[src/rtl/mw_eeprom_pkg.sv]
`timescale 1ns/1ps
package mw_eeprom_pkg;

    localparam int CTL_W  = 8;
    localparam int B_SK   = 0;
    localparam int B_CS   = 1;
    localparam int B_DI   = 2;
    localparam int B_DO   = 3;
    localparam int B_REQ  = 4;
    localparam int B_GNT  = 5;
    localparam int B_PRES = 6;

    localparam int OP_W = 3;
    localparam logic [OP_W-1:0] OP_READ = 3'b110;

    localparam int DEF_WORDS  = 64;
    localparam int DEF_WORD_W = 16;

    typedef enum logic [1:0] {
        SK_NONE = 2'd0,
        SK_FALL = 2'd1,
        SK_RISE = 2'd2
    } sk_event_e;

    function automatic logic [DEF_WORDS*DEF_WORD_W-1:0] default_image();
        logic [DEF_WORDS*DEF_WORD_W-1:0] img;
        for (int i = 0; i < DEF_WORDS; i++) begin
            img[i*DEF_WORD_W +: DEF_WORD_W] = DEF_WORD_W'((i * 32'h1F3B) ^ 32'hC5A0);
        end
        return img;
    endfunction

endpackage

[src/rtl/mw_sk_edge.sv]
`timescale 1ns/1ps
module mw_sk_edge
    import mw_eeprom_pkg::*;
(
    input  logic      we,
    input  logic      sk_prev,
    input  logic      sk_new,
    output sk_event_e ev
);
    always_comb begin
        ev = SK_NONE;
        if (we && (sk_prev != sk_new)) begin
            ev = sk_new ? SK_RISE : SK_FALL;
        end
    end
endmodule

[src/rtl/mw_word_store.sv]
`timescale 1ns/1ps
module mw_word_store #(
    parameter int WORDS  = 64,
    parameter int WORD_W = 16,
    parameter logic [WORDS*WORD_W-1:0] INIT = '0,
    localparam int ADDR_W = $clog2(WORDS),
    localparam int BIT_W  = $clog2(WORD_W),
    localparam int PTR_W  = ADDR_W + BIT_W
) (
    input  logic             clk,
    input  logic             rst_n,
    input  logic [PTR_W-1:0] ptr,
    output logic             bit_o
);
    logic [WORD_W-1:0] words [WORDS];

    for (genvar w = 0; w < WORDS; w++) begin : g_word
        logic [WORD_W-1:0] word_q;
        always_ff @(posedge clk or negedge rst_n) begin
            if (!rst_n) word_q <= INIT[w*WORD_W +: WORD_W];
            else        word_q <= word_q;
        end
        assign words[w] = word_q;
    end

    // Pointer low bits count up while the bit index counts down: MSB first.
    always_comb begin
        bit_o = words[ptr[PTR_W-1 -: ADDR_W]][~ptr[BIT_W-1:0]];
    end
endmodule

[src/rtl/mw_eeprom_slave.sv]
`timescale 1ns/1ps
module mw_eeprom_slave
    import mw_eeprom_pkg::*;
#(
    parameter int WORDS  = DEF_WORDS,
    parameter int WORD_W = DEF_WORD_W,
    parameter logic [WORDS*WORD_W-1:0] INIT = default_image()
) (
    input  logic             clk,
    input  logic             rst_n,
    input  logic             reg_we,
    input  logic [CTL_W-1:0] reg_wdata,
    output logic [CTL_W-1:0] reg_rdata
);
    localparam int ADDR_W  = $clog2(WORDS);
    localparam int BIT_W   = $clog2(WORD_W);
    localparam int PTR_W   = ADDR_W + BIT_W;
    localparam int CMD_LEN = OP_W + ADDR_W;
    localparam int CNT_W   = $clog2(CMD_LEN + 1);

    typedef struct packed {
        logic               sk;
        logic               cs;
        logic               di;
        logic               req;
        logic [CMD_LEN-1:0] shift;
        logic [CNT_W-1:0]   cnt;
        logic [PTR_W-1:0]   ptr;
        logic               reading;
    } state_t;

    state_t             st_d, st_q;
    sk_event_e          sk_ev;
    logic               mem_bit;
    logic [CMD_LEN-1:0] shift_n;
    logic [CNT_W-1:0]   cnt_n;

    mw_sk_edge u_edge (
        .we      (reg_we),
        .sk_prev (st_q.sk),
        .sk_new  (reg_wdata[B_SK]),
        .ev      (sk_ev)
    );

    mw_word_store #(
        .WORDS  (WORDS),
        .WORD_W (WORD_W),
        .INIT   (INIT)
    ) u_store (
        .clk   (clk),
        .rst_n (rst_n),
        .ptr   (st_q.ptr),
        .bit_o (mem_bit)
    );

    always_comb begin
        st_d    = st_q;
        shift_n = {st_q.shift[CMD_LEN-2:0], reg_wdata[B_DI]};
        cnt_n   = (st_q.cnt == {CNT_W{1'b1}}) ? st_q.cnt : st_q.cnt + CNT_W'(1);
        if (reg_we) begin
            st_d.sk  = reg_wdata[B_SK];
            st_d.cs  = reg_wdata[B_CS];
            st_d.di  = reg_wdata[B_DI];
            st_d.req = reg_wdata[B_REQ];
            case (sk_ev)
                SK_FALL: st_d.ptr = st_q.ptr + PTR_W'(1);
                SK_RISE: begin
                    if (!reg_wdata[B_CS]) begin
                        st_d.shift   = '0;
                        st_d.cnt     = '0;
                        st_d.ptr     = '0;
                        st_d.reading = 1'b0;
                    end else begin
                        st_d.shift = shift_n;
                        st_d.cnt   = cnt_n;
                        if ((cnt_n == CNT_W'(CMD_LEN)) && !st_q.reading) begin
                            st_d.ptr     = {shift_n[ADDR_W-1:0], {BIT_W{1'b0}}} - PTR_W'(1);
                            st_d.reading = (shift_n[CMD_LEN-1 -: OP_W] == OP_READ);
                        end
                    end
                end
                default: ;
            endcase
        end
    end

    always_ff @(posedge clk or negedge rst_n) begin
        if (!rst_n) st_q <= '0;
        else        st_q <= st_d;
    end

    always_comb begin
        reg_rdata         = '0;
        reg_rdata[B_SK]   = st_q.sk;
        reg_rdata[B_CS]   = st_q.cs;
        reg_rdata[B_DI]   = st_q.di;
        reg_rdata[B_REQ]  = st_q.req;
        reg_rdata[B_DO]   = st_q.reading ? mem_bit : 1'b1;
        reg_rdata[B_GNT]  = 1'b1;
        reg_rdata[B_PRES] = 1'b1;
    end
endmodule

[config.mk]
export PLATFORM = sky130hd
export DESIGN_NAME = mw_eeprom_slave
export DESIGN_NICKNAME = d
export VERILOG_FILES = /design/src/rtl/mw_eeprom_pkg.sv /design/src/rtl/mw_sk_edge.sv /design/src/rtl/mw_word_store.sv /design/src/rtl/mw_eeprom_slave.sv
export SDC_FILE = /design/constraint.sdc
export NUM_CORES = 1
export LEC_CHECK = 0
export BUFFER_PORTS_ARGS = -buffer_cell sky130_fd_sc_hd__buf_2
export CAP_MARGIN = 10
export CORE_MARGIN = 5
export CORE_UTILIZATION = 63
export CTS_BUF_LIST = sky130_fd_sc_hd__clkbuf_2
export CTS_CLUSTER_SIZE = 8
export DETAILED_ROUTE_END_ITERATION = 6
export PLACE_DENSITY_LB_ADDON = 0.05
export REMOVE_ABC_BUFFERS = 1
export SLEW_MARGIN = 5
export SYNTH_ARGS = -nofsm -noshare
export SYNTH_HDL_FRONTEND = slang
export SYNTH_SLANG_ARGS = --single-unit
[constraint.sdc]
create_clock -name clk -period 2.8 [get_ports clk]
set_input_delay 0.14 -clock clk [delete_from_list [all_inputs] [get_ports clk]]
set_output_delay 0.14 -clock clk [all_outputs]
set_load 0.1 [all_outputs]
======== After elaboration in Yosys (flattened, before gate mapping) ========
Memory sizes are Yosys's and may differ from the RTL's.
Index checks and enable logic that the tools add are counted.
storage, ports and cells
  flip-flop bits (word level) ............. 27
  ROM bits ................................ 1024
  input port bits ......................... 11
  output and inout bits ................... 8
  word-level logic and storage cells ...... 42
  memories ................................ 1
memory list
  name              depth  bits a word  rd ports  clocked after memory_dff  wr ports  RTL line             source
  (name not given)  64     16           1         0                         0         mw_word_store.sv:28  bit_o = words[ptr[PTR_W-1 -: ADDR_W]][~ptr[BIT_W-1:0]];
operators by class
  $add $sub $neg .......................... 3
  magnitude comparators ................... 2
  equal/unequal tests ..................... 8
  multiplexer cells ....................... 11
  bitwise gates (word level) .............. 2
  reduce and logical (&&, ||, !) cells .... 7
operator list
  cell                   count
  $mux 16                2
  $mux 23                1
  $pmux 10 s2            1
  $mux 11                1
  $add 10x1->10 const B  1
  $sub 10x1->10 const B  1
  $eq 4x4->1 const B     2
  $ge 7x7->1 const B     1
  $not 6->7              1
  $reduce_and 3->1       2
  $lt 4x5->1 const B     1
  $add 4x1->4 const B    1
  $bmux 1 s4             1
  $mux 2                 2
  $mux 4                 1
  $not 4->4              1
  $eq 3x3->1 const B     1
  $ne 3x3->1 const B     1
  $eq 2x1->1 const B     1
  $eq 2x2->1 const B     1
  $logic_and 1x1->1      2
  $mux 1                 2
  $ne 2x1->1 const B     1
  $reduce_and 2->1       1
  other kinds (3)        3

======== Longest topological paths before layout ========
  depth after elaboration ................. 7
  mapped depth ............................ 11
  depth with buffers taken out ............ 8

======== Cells and area by module ========
A second synthesis with hierarchy kept.
second synthesis, totals
  cell total of the unflattened synthesis .. 365
  area, all modules ....................... 2912.8 um2
modules (own cells, without submodules)
  module           instances  cells each  area each (um2)  seq. area each (um2)
  mw_eeprom_slave  1          169         1597.8           675.6
  mw_word_store    1          194         1297.5           0.0
  mw_sk_edge       1          2           17.5             0.0

======== Worst setup path after synthesis ========
OpenSTA, ideal clock, no wires.
  path type ............................... flip-flop to output port
  from .................................... reg st_q[6] in the netlist's numbering
  to ...................................... out reg_rdata[3]
  arrival ................................. 2.901 ns
  required time ........................... 2.660 ns
  setup slack ............................. -0.241 ns
  stages on the path, launching flop included .. 10
  buffers on the path ..................... 1
  cells stage by stage .................... dfrtp_1 clkbuf_1 inv_1 ha_1 nand2b_2 nand3_1 a21oi_1 a2111oi_0 a221o_1 a32o_1
on the way
  word-level cells in the longest chain between the ends .. 7
ends and longest elaborated chain
  what                                        RTL line               source
  from (decl)                                 mw_eeprom_slave.sv:32  state_t st_d, st_q;
  from (signal assigned)                      mw_eeprom_slave.sv:89  else st_q <= st_d;
  $not 6->7 (not written as such)             mw_word_store.sv:28
  $mem_v2 64x16                               --
  $mux 16 (not written as such) (2 in a row)  mw_word_store.sv:28
  $bmux 1 s4                                  mw_word_store.sv:28
  $mux 1 (not written as such)                mw_word_store.sv:28
  $mux 1                                      mw_eeprom_slave.sv:98  reg_rdata[B_DO] = st_q.reading ? mem_bit : 1'b1;
  to (decl)                                   mw_eeprom_slave.sv:13  output logic [CTL_W-1:0] reg_rdata
Every way passes these cells. The select of a mux whose other input is x is not followed.

======== Final worst setup path ========
  from .................................... reg st_q[5] in the netlist's numbering
  to ...................................... out reg_rdata[3]
Same word-level chain as after synthesis.

==> flow_metrics.py <==
metrics = {
    "timing": {
        "max_slew.worst_pin.slew_ns": 0.830,
        "hold_violations": 0,
        "finClkSkew_ns": 0.00972,
        "clock.fmax_mhz": 355,
        "period_share": 1.00,
        "slew_violations": 0,
        "setup_ws_ns": -0.0133,
        "relSlewSlack": 0.447,
        "rsz0062_at_grt": "yes",
        "final-setup-viol-count": 1,
        "fin_setup_tns_ns": -0.0133,
        "post-route-min-period_ns": 2.81,
    },
    "logic_synthesis": {
        "ys_top_cells_by_area": "dfrtp_1, o21ai_0, ha_1",
        "yosysWarnings": 0,
        "synth.avg_cell_area_um2": 7.52,
        "synth-edff-count": 0,
        "synth.distinct_cells": 61,
        "synthArstFlopShare": 1.00,
        "synthFlopType": "dfrtp_1",
        "syn_area_um2": 2730,
        "syn_inst": 363,
        "yosysTopAreaCell": "dfrtp_1",
        "ys_ff_latch": 27,
        "synth.top_cell.area_share": 0.248,
        "ys_seq_area_frac": 0.248,
    },
    "cells_and_area": {
        "syn2layout_area_growth_pct": 9.81,
        "antenna_cells": 0,
        "mostFrequentLayoutCell": "nand2_1",
        "final_area_um2": 3000,
        "drive_gt1_frac": 0.169,
        "final_util": 0.703,
        "final_nets": 398,
        "final_cells": 424,
        "fillers": 356,
        "final_cell_mix": "nand2_1, o21ai_0, nor2_1",
    },
    "floorplan": {
        "row_count": 24,
        "ios": 19,
        "coreArea_um2": 4260,
        "dieHeight_um": 75.8,
        "die_area_um2": 5750,
        "start_util": 0.640,
        "die_w_um": 75.8,
    },
    "place": {
        "port_buffers": 11,
        "dpl.cell_count": 409,
        "dp_hpwl_um": 5110,
        "gp_congestion": 1.08,
        "placed_area_um2": 2810,
    },
    "job": {
        "max-cap-violations": 0,
    },
    "clock_network": {
        "cts_tree": "done",
        "clockBufferDepth": 2,
        "h-tree-depth": 1,
        "clk_pin_slew_ns": 0.25,
        "clkSinkCount": 27,
        "cts_buffers": 3,
        "root_buffer": "clkbuf_2",
        "clk_latency_ns": 0.35,
    },
    "worst_setup_path": {
        "arrival_ns": 2.67,
        "crit_path_end_kind": "primary output",
        "worst-path-max-fanout": 5,
        "cp.required_ns": 2.66,
        "critPathMaxStageDelay_ns": 0.47,
        "worstPathCellList": "inv_2, ha_4, nand2b_4, o21ai_1, mux4_2, a221o_1, a32o_2, buf_12",
        "path_class": "flip-flop to primary output",
        "critPathBufInv": 2,
        "critical_path.top_delay_family": "compound AO/OA/AOI/OAI gates",
        "critPathLaunchType": "flip-flop",
        "crit_path_top_delay_cell": "mux4_2",
    },
    "routing": {
        "ant_nets": 0,
        "routed_wl_um": 7420,
        "vias_per_cell": 6.66,
        "drt_iter0_drc": 347,
        "dr.pass1.iters": 5,
        "post-route-drc-count": 0,
        "route.vias.total": 2825,
        "wl_per_cell_um": 17.5,
    },
    "worst_hold_path": {
        "hold_class": "input port to flip-flop",
    },
    "power": {
        "vdd_drop_max_mv": 0.614,
        "total_power_mw": 2.71,
        "p_comb_frac": 0.702,
        "power_frac_clock": 0.054,
        "sw_frac_of_total": 0.513,
        "p_per_area_nw_per_um2": 903,
        "leakage_nw": 1.25,
        "p_int_mw": 1.32,
        "power_frac_seq": 0.244,
        "p_sw_mw": 1.39,
    },
    "global_routing": {
        "grt_pass1_wl_um": 11800,
        "antenna_found_initial": 0,
        "first_global_vias": 2419,
        "gr-total-overflow": 0,
        "grt_max_degree": 28,
        "gr-usage-all-layers": 0.267,
    },
    "run_status": {
        "violations": "negative setup slack",
        "status": "complete, but fails checks",
    },
}
-- per-layer routing --
metal | wire length, um | part of all wire | up-vias | GRT usage
li1 | - | - | 1329 | -
met1 | 3200 | 0.43 | 1297 | 0.368
met2 | 3480 | 0.47 | 168 | 0.418
met3 | 539 | 0.073 | 31 | 0.0317
met4 | 206 | 0.028 | 0 | 0.118
met5 | 0 | 0 | - | 0
-- synthesized netlist by cell type, types with 7 or more instances --
library cell,n
nand2_1,39
ha_1,14
a21oi_1,22
dfrtp_1,27
nor2_1,34
o21ai_0,37
nand2b_1,9
buf_4,7
nand3_1,15
clkbuf_1,17
inv_1,13
buf_2,8
-- stage by stage --
stage / worst slack (ns) / hold slack [ns]
floorplan: -0.353 / -0.156
global placement: 0.323 / 0.173
detailed placement: 0.274 / 0.176
CTS: 0.00335 / 0.0243
global route: -0.124 / 0.0178
finish: -0.0133 / 0.0499
-- final timing paths --
path / from / end / slack (ns) / depth (start not counted)
worst max-delay path: st_q[5]$_DFFE_PN0P_ / reg_rdata[3] / -0.01 / 8
worst min-delay path: reg_wdata[2] / shift_n[1]$_DFFE_PN0P_ / 0.05 / 3
worst max register to register: st_q[1]$_DFFE_PN0P_ / st_q[10]$_DFFE_PN0P_ / 0.42 / 6
worst min register to register: shift_n[8]$_DFFE_PN0P_ / shift_n[8]$_DFFE_PN0P_ / 0.52 / 2
max in group asynchronous: rst_n / st_q[7]$_DFFE_PN0P_ / 2.10 / 2
min in group asynchronous: rst_n / shift_n[4]$_DFFE_PN0P_ / 0.29 / 2
-- power by group through the flow --
stage / sequential [mW] / clock (mW) / combinational (mW)
6_report: 0.660 / 0.146 / 1.90
5_1_grt: 0.676 / 0.169 / 2.04
4_1_cts: 0.647 / 0.152 / 1.75
3_5_place_dp: 0.650 / 0 / 1.64
3_3_place_gp: 0.651 / 0 / 1.62
2_1_floorplan: 0.750 / 0 / 1.06
-- state kept, by name, indices dropped and copies added, names as in the netlist --
name       flops
shift_n        8
reg_rdata      4
st_q          15
-- layout make-up --
| class | count | area [um^2] | area share |
|---|---|---|---|
| tap | 52 | 65.1 | 0.0217 |
| clock buffer | 3 | 15.0 | 0.00501 |
| multi-input combinational | 289 | 1880 | 0.628 |
| inverter | 13 | 48.8 | 0.0163 |
| sequential | 27 | 678 | 0.226 |
| clock inverter | 1 | 5.00 | 0.00167 |
| timing repair buffer | 39 | 303 | 0.101 |
-- cell families (layout without fill, tap and decap cells) --
family / count (synthesis) / in the layout / synth area share
and+or+nand+nor: 132 / 132 / 0.231
AOI/OAI and AO/OA: 124 / 124 / 0.303
buffers and inverters: 48 / 56 / 0.0848
DFF: 27 / 27 / 0.248
adders and majority gates: 14 / 14 / 0.0642
muxes: 10 / 10 / 0.0477
xor gates and xnor gates: 6 / 6 / 0.0193
other: 2 / 3 / 0.00275
-- tightest hold or removal path, delay by kind of cell --
kind,cells,cell delay [ns]
buf+inv,1,0.14
simple gates,1,0.06
compound gates,1,0.07
-- what timing repair did --
action                     in CTS  in global routing
hold endpoints to repair       28                  1
hold buffers                    2                  1
setup endpoints to repair       1                  1
pin swaps                       1                  2
gates resized for setup        12                 11
buffers inserted                2                  6
Power figures use the tool's default switching activity.
